[src/rtl/pwm_dc_pkg.sv]
package pwm_dc_pkg;

    typedef enum logic [2:0] {
        ST_IDLE     = 3'd0,
        ST_ACTIVE   = 3'd1,
        ST_INACTIVE = 3'd2,
        ST_STUCK_HI = 3'd3,
        ST_STUCK_LO = 3'd4
    } pwm_state_e;

    // register addresses
    localparam int ADDR_CTRL = 0;
    localparam int ADDR_ON   = 1;
    localparam int ADDR_OFF  = 2;

    // control word bit positions
    localparam int CTRL_EN_BIT   = 0;
    localparam int CTRL_INV_BIT  = 1;
    localparam int CTRL_SLOW_BIT = 2;
    localparam int CTRL_PS_LSB   = 4;

endpackage

[src/rtl/pwm_dc_prescaler.sv]
module pwm_dc_prescaler #(
    parameter int PS_W = 4
) (
    input  logic            clk,
    input  logic            rst_n,
    input  logic            run,
    input  logic            sel_slow,
    input  logic            slow_tick,
    input  logic [PS_W-1:0] ps,
    output logic            step
);

    logic            tick;
    logic [PS_W-1:0] acc_q;

    always_comb begin
        tick = sel_slow ? slow_tick : 1'b1;
        // comparison instead of equality so a lowered prescale ends the step now
        step = tick && (acc_q >= ps);
    end

    always_ff @(posedge clk or negedge rst_n) begin
        if (!rst_n) begin
            acc_q <= '0;
        end else if (!run) begin
            acc_q <= '0;
        end else if (step) begin
            acc_q <= '0;
        end else if (tick) begin
            acc_q <= acc_q + 1'b1;
        end
    end

endmodule

[src/rtl/pwm_dc_regs.sv]
module pwm_dc_regs
    import pwm_dc_pkg::*;
#(
    parameter int CNT_W  = 16,
    parameter int PS_W   = 4,
    parameter int DATA_W = 16,
    parameter int ADDR_W = 2
) (
    input  logic              clk,
    input  logic              rst_n,
    input  logic              wr_en,
    input  logic [ADDR_W-1:0] wr_addr,
    input  logic [DATA_W-1:0] wr_data,
    output logic              cfg_en,
    output logic              cfg_inv,
    output logic              cfg_slow,
    output logic [PS_W-1:0]   cfg_ps,
    output logic [CNT_W-1:0]  hold_on,
    output logic [CNT_W-1:0]  hold_off
);

    localparam int PS_MSB = CTRL_PS_LSB + PS_W - 1;

    logic unused_wr_bits;
    assign unused_wr_bits = ^{wr_data[DATA_W-1:PS_MSB+1], wr_data[3]};

    always_ff @(posedge clk or negedge rst_n) begin
        if (!rst_n) begin
            cfg_en   <= 1'b0;
            cfg_inv  <= 1'b0;
            cfg_slow <= 1'b0;
            cfg_ps   <= '0;
            hold_on  <= '0;
            hold_off <= '0;
        end else if (wr_en) begin
            case (wr_addr)
                ADDR_W'(ADDR_CTRL): begin
                    cfg_en   <= wr_data[CTRL_EN_BIT];
                    cfg_inv  <= wr_data[CTRL_INV_BIT];
                    cfg_slow <= wr_data[CTRL_SLOW_BIT];
                    cfg_ps   <= wr_data[PS_MSB:CTRL_PS_LSB];
                end
                ADDR_W'(ADDR_ON):  hold_on  <= wr_data[CNT_W-1:0];
                ADDR_W'(ADDR_OFF): hold_off <= wr_data[CNT_W-1:0];
                default: ;
            endcase
        end
    end

endmodule

[src/rtl/pwm_dc_fsm.sv]
module pwm_dc_fsm
    import pwm_dc_pkg::*;
#(
    parameter int CNT_W = 16
) (
    input  logic             clk,
    input  logic             rst_n,
    input  logic             cfg_en,
    input  logic             cfg_inv,
    input  logic             step,
    input  logic [CNT_W-1:0] hold_on,
    input  logic [CNT_W-1:0] hold_off,
    output logic             run,
    output logic             pwm_out
);

    pwm_state_e       state_q, state_d;
    logic [CNT_W-1:0] cnt_q, cnt_d;
    logic [CNT_W-1:0] won_q, won_d;
    logic [CNT_W-1:0] woff_q, woff_d;
    logic             active;

    function automatic pwm_state_e pick_phase(input logic [CNT_W-1:0] on_c,
                                              input logic [CNT_W-1:0] off_c);
        if (on_c == '0)       return ST_STUCK_LO;
        else if (off_c == '0) return ST_STUCK_HI;
        else                  return ST_ACTIVE;
    endfunction

    // state register
    always_ff @(posedge clk or negedge rst_n) begin
        if (!rst_n) begin
            state_q <= ST_IDLE;
            cnt_q   <= '0;
            won_q   <= '0;
            woff_q  <= '0;
        end else begin
            state_q <= state_d;
            cnt_q   <= cnt_d;
            won_q   <= won_d;
            woff_q  <= woff_d;
        end
    end

    // next state
    always_comb begin
        state_d = state_q;
        cnt_d   = cnt_q;
        won_d   = won_q;
        woff_d  = woff_q;
        unique case (state_q)
            ST_IDLE: begin
                if (cfg_en) begin                 // T_START
                    won_d   = hold_on;
                    woff_d  = hold_off;
                    state_d = pick_phase(hold_on, hold_off);
                    cnt_d   = '0;
                end
            end
            ST_ACTIVE: begin
                if (!cfg_en) begin                // T_STOP
                    state_d = ST_IDLE;
                    cnt_d   = '0;
                end else if (step) begin
                    if (cnt_q == won_q) begin     // T_FLIP
                        state_d = ST_INACTIVE;
                        cnt_d   = '0;
                    end else begin
                        cnt_d = cnt_q + 1'b1;
                    end
                end
            end
            ST_INACTIVE: begin
                if (!cfg_en) begin                // T_STOP
                    state_d = ST_IDLE;
                    cnt_d   = '0;
                end else if (step) begin
                    if (cnt_q == woff_q) begin    // T_WRAP
                        won_d   = hold_on;
                        woff_d  = hold_off;
                        state_d = pick_phase(hold_on, hold_off);
                        cnt_d   = '0;
                    end else begin
                        cnt_d = cnt_q + 1'b1;
                    end
                end
            end
            ST_STUCK_HI, ST_STUCK_LO: begin
                if (!cfg_en) begin                // T_STOP
                    state_d = ST_IDLE;
                    cnt_d   = '0;
                end else if (step) begin          // T_RECHECK
                    won_d   = hold_on;
                    woff_d  = hold_off;
                    state_d = pick_phase(hold_on, hold_off);
                    cnt_d   = '0;
                end
            end
            default: begin
                state_d = ST_IDLE;
                cnt_d   = '0;
            end
        endcase
    end

    // outputs
    always_comb begin
        active  = (state_q == ST_ACTIVE) || (state_q == ST_STUCK_HI);
        run     = (state_q != ST_IDLE);
        pwm_out = active ^ cfg_inv;
    end

endmodule

[src/rtl/pwm_dual_count.sv]
module pwm_dual_count #(
    parameter int CNT_W  = 16,
    parameter int PS_W   = 4,
    parameter int DATA_W = 16,
    parameter int ADDR_W = 2
) (
    input  logic              clk,
    input  logic              rst_n,
    input  logic              slow_tick,
    input  logic              wr_en,
    input  logic [ADDR_W-1:0] wr_addr,
    input  logic [DATA_W-1:0] wr_data,
    output logic              pwm_out
);

    logic             cfg_en;
    logic             cfg_inv;
    logic             cfg_slow;
    logic [PS_W-1:0]  cfg_ps;
    logic [CNT_W-1:0] hold_on;
    logic [CNT_W-1:0] hold_off;
    logic             run;
    logic             step;

    pwm_dc_regs #(
        .CNT_W (CNT_W),
        .PS_W  (PS_W),
        .DATA_W(DATA_W),
        .ADDR_W(ADDR_W)
    ) u_regs (
        .clk     (clk),
        .rst_n   (rst_n),
        .wr_en   (wr_en),
        .wr_addr (wr_addr),
        .wr_data (wr_data),
        .cfg_en  (cfg_en),
        .cfg_inv (cfg_inv),
        .cfg_slow(cfg_slow),
        .cfg_ps  (cfg_ps),
        .hold_on (hold_on),
        .hold_off(hold_off)
    );

    pwm_dc_prescaler #(
        .PS_W(PS_W)
    ) u_pre (
        .clk      (clk),
        .rst_n    (rst_n),
        .run      (run),
        .sel_slow (cfg_slow),
        .slow_tick(slow_tick),
        .ps       (cfg_ps),
        .step     (step)
    );

    pwm_dc_fsm #(
        .CNT_W(CNT_W)
    ) u_fsm (
        .clk     (clk),
        .rst_n   (rst_n),
        .cfg_en  (cfg_en),
        .cfg_inv (cfg_inv),
        .step    (step),
        .hold_on (hold_on),
        .hold_off(hold_off),
        .run     (run),
        .pwm_out (pwm_out)
    );

endmodule

[config.mk]
export PLATFORM = sky130hd
export DESIGN_NAME = pwm_dual_count
export DESIGN_NICKNAME = d
export VERILOG_FILES = /design/src/rtl/pwm_dc_pkg.sv /design/src/rtl/pwm_dc_prescaler.sv /design/src/rtl/pwm_dc_regs.sv /design/src/rtl/pwm_dc_fsm.sv /design/src/rtl/pwm_dual_count.sv
export SDC_FILE = /design/constraint.sdc
export NUM_CORES = 1
export LEC_CHECK = 0
export ABC_CLOCK_PERIOD_IN_PS = 7700
export BUFFER_PORTS_ARGS = -buffer_cell sky130_fd_sc_hd__buf_2
export CORE_ASPECT_RATIO = 1.2
export CORE_MARGIN = 1
export CORE_UTILIZATION = 64
export DETAILED_ROUTE_END_ITERATION = 6
export PLACE_DENSITY = 0.8
export SETUP_SLACK_MARGIN = 0.3
export SLEW_MARGIN = 30
export SYNTH_ARGS = -nofsm -noshare
export SYNTH_HDL_FRONTEND = slang
export SYNTH_SLANG_ARGS = --single-unit
[constraint.sdc]
create_clock -name clk -period 7.7 [get_ports clk]
set_clock_uncertainty 0.2 [all_clocks]
set_input_delay 0 -clock clk [delete_from_list [all_inputs] [get_ports clk]]
set_output_delay 0 -clock clk [all_outputs]
set_load 0.02 [all_outputs]
==> out/results.ini <==
[global_route]
grt_pass1_vias = 3225
grt_first_pass_wirelength_um = 16300
antenna_found_initial = 0
grtUsageTotal_pct = 28.5
grt-ovfl-total = 0
grt_max_degree = 61

[synth]
synthFlopType = dfrtp_1
synth_fp_nets = 447
synth_top_cell_by_area = dfrtp_1
ys_warn_count = 0
synth-async-reset-ratio_pct = 100
synth_edf_count = 0
synthMostInstantiatedCell = dfrtp_1
synth_compound_area_share_pct = 8.61
synth_mux_area_share_pct = 16.2
yosys.area_share.simple_pct = 13.8
synth_seq_cells = 94
yosys.area.top_type_share_pct = 49.8
synthAdderAreaFrac_pct = 1.59
synth_top_family_by_area = multiplexers
synthCells = 419
synth.cell_area_sq_um = 4720
synth_xor_area_share_pct = 6.12
synth_area_leaders = dfrtp_1, mux2_2, xnor2_1, nand2_1, o211ai_1
syn_area_per_cell_sq_um = 11.3
synthTopCellsByCount = dfrtp_1, mux2_2, nand2_1
yosysSeqAreaShare_pct = 49.8
synth_cell_type_count = 47

[placed_design]
placed_cells = 502
portBuffers = 22
dpl.hpwl_um = 6970
gp_congestion = 0.868

[power_and_ir_drop]
irDropWorstVdd_uv = 217
intPower_mw = 1.06
power_switching_share_pct = 34.8
leakage_nw = 2.16
p_switching_mw = 0.565
power_density_nw_per_um2 = 309
power_frac_seq_pct = 47.0
comb_power_share_pct = 32.8
p_clk_share_pct = 20.2

[floorplanning]
coreArea_sq_um = 6980
die_y_um = 96.1
fp.dieW_um = 80.4
die-area_sq_um = 7730
fp-row-count = 33
ios = 23
start_util_pct = 67.7

[setup_path]
cp_max_fo = 20
worstPathArrival_ns = 2.94
worstPathCellList = nand2b_1 -> nor3b_1 -> o31a_1 -> nor2_1 -> o311ai_0
crit_path_max_incr_delay_ns = 0.70
path_buf_inv = 0
slowest_stage = o31a_1
reg2reg_depth = 5
required_ns = 7.73
reg2reg_to = u_fsm.cnt_q[2]$_DFFE_PN0P_
endpoint_kind = flop
cp-start-kind = flop
endpoint = u_fsm.cnt_q[2]$_DFFE_PN0P_
ff2ff_setup_slack_ns = 4.79
r2r_start = u_fsm.state_q[2]$_DFFE_PN0P_
cp_num_cells = 5
crit_type = reg -> reg
startpoint = u_fsm.state_q[2]$_DFFE_PN0P_
crit_family = compound AO/OA/AOI/OAI gates

[clock_tree]
clk_path_buf_depth = 2
tritoncts = built
htree_levels = 3
cts_root_buf = clkbuf_8
cts.sinks = 94
clk_pin_slew_ns = 0.10
clock_latency_ns = 0.37
post-cts-setup-buffer-count = 0
cts_buffers = 9

[layout]
num_antenna_cells = 0
nNetsFinal = 476
fin_util_pct = 75.2
syn_to_final_growth_pct = 11.2
drive_above_1_share_pct = 26.8
finalNonFillerCells = 539

[timing]
finalHoldViolCount = 0
max_freq_mhz = 343
rsz0062_at_grt = no
final_max_slew_viol_count = 0
worst_slew_pin_slew_ns = 0.957
fin_crit_ns = 2.91
timing.slew.headroom_pct = 35.9
min_period_over_period_pct = 37.8
fin_setup_tns_ns = 0
setup_viol = 0

[detailed_routing]
wl_met2_um = 4870
routed_wl_um = 9960
viasPerCell = 6.18
postRouteAntennaNets = 0
drt_iter0_markers = 271
highest_layer = met4
firstDrtPassIters = 5
met3WireLength_um = 448
wl_per_cell_um = 18.5
drc = 0
wl_met1_um = 4440
vias = 3333

[min_path]
worstHoldStart = wr_data[3]
min_path_type = in -> reg

[status]
status = finished clean

[job]
maxCapViolations = 0

==> worst reg2reg max path: stages (launching register included) <==
cell and delay (ns):
dfrtp_1 0.50, nand2b_1 0.23, nor3b_1 0.37, o31a_1 0.70, nor2_1 0.38, o311ai_0 0.41
==> power groups by stage <==
| stage | registers (mW) | clock network (mW) | logic (mW) |
|---|---|---|---|
| 2_1_floorplan | 0.719 | 0 | 0.445 |
| 3_3_place_gp | 0.763 | 0 | 0.501 |
| 3_5_place_dp | 0.770 | 0 | 0.520 |
| 4_1_cts | 0.759 | 0.328 | 0.533 |
| 5_1_grt | 0.778 | 0.350 | 0.584 |
| 6_report | 0.763 | 0.327 | 0.532 |
==> through the flow <==
stage	instance area (sq um)	setup WS (ns)	hold slack, ns	total power [mW]
2_1_floorplan	4720	5.19	-0.496	1.16
6_report	5250	4.79	0.215	1.62
5_1_grt	5250	4.64	0.219	1.71
4_1_cts	5250	4.81	0.203	1.62
3_3_place_gp	4820	4.97	-0.230	1.26
3_5_place_dp	4830	4.84	-0.232	1.29
==> cell families after synthesis <==
| kind of cell | count (synthesis) |
|---|---|
| AND/OR/NAND/NOR | 125 |
| XOR/XNOR | 33 |
| buffers and inverters | 37 |
| AO/OA/AOI/OAI | 56 |
| adder cells (fa/ha/maj) | 6 |
| multiplexers | 68 |
| flip-flops | 94 |
==> per-layer routing <==
layer | up-vias | track usage [%]
met5 | - | 0
met4 | 0 | 9.08
met3 | 20 | 5.02
met2 | 113 | 45.0
met1 | 1640 | 40.1
li1 | 1560 | -
==> repair_timing <==
item                                   in CTS  in global routing
hold buffers                               22                  0
endpoints found under the hold margin      77                  0
gates resized for setup                     0                  0
==> layout make-up <==
cell class	instances	area, sq um
Clock buffer	9	124
Clock inverter	6	68.8
Fill cell	437	1730
Inverter	8	30.0
Multi-Input combinational cell	288	2200
Sequential cell	94	2350
Tap cell	87	109
Timing Repair Buffer	47	365
==> cell usage in the layout (no fill, tap or decap), types with 3 or more instances in the layout <==
cell type / synthesis / final
nand4_1: 10 / 10
ha_1: 6 / 6
or2_2: 4 / 4
nor2_1: 20 / 20
o21ai_0: 14 / 14
nor2b_1: 4 / 4
inv_1: 8 / 8
xor2_1: 8 / 8
buf_4: 0 / 4
or3_1: 3 / 3
mux2_2: 68 / 68
o221ai_1: 3 / 3
nor3_1: 9 / 9
xnor2_1: 25 / 25
buf_2: 14 / 21
nand3b_1: 3 / 3
a21oi_1: 8 / 8
nand2_1: 35 / 35
o211ai_1: 14 / 14
o22ai_1: 3 / 3
clkbuf_8: 0 / 9
nor4_1: 14 / 13
nand3_1: 7 / 7
dlygate4sd3_1: 0 / 21
dfrtp_1: 94 / 94
nand2b_1: 4 / 4
==> sequential cells by signal, indices dropped and copies added (netlist names) <==
name / flops
u_regs.cfg_ps: 4
u_fsm.woff_q: 16
u_regs.hold_off: 16
u_fsm.won_q: 16
u_regs.cfg_inv: 1
u_fsm.cnt_q: 16
u_regs.cfg_en: 1
u_pre.acc_q: 4
u_fsm.state_q: 3
u_regs.cfg_slow: 1
u_regs.hold_on: 16
==> how the worst min path moves through the flow <==
stage	end	slack [ns]	cells past startpoint
3_3_place_gp	u_fsm.cnt_q[10]$_DFFE_PN0P_	-0.23	1
4_1_cts	u_regs.hold_off[3]$_DFFE_PN0P_	0.20	3
6_report	u_regs.hold_on[3]$_DFFE_PN0P_	0.22	3
5_1_grt	u_regs.hold_on[15]$_DFFE_PN0P_	0.22	3
3_5_place_dp	u_fsm.cnt_q[10]$_DFFE_PN0P_	-0.23	1
2_1_floorplan	u_fsm.cnt_q[0]$_DFFE_PN0P_	-0.50	0
Note: power is estimated with default switching activity, not from simulation.
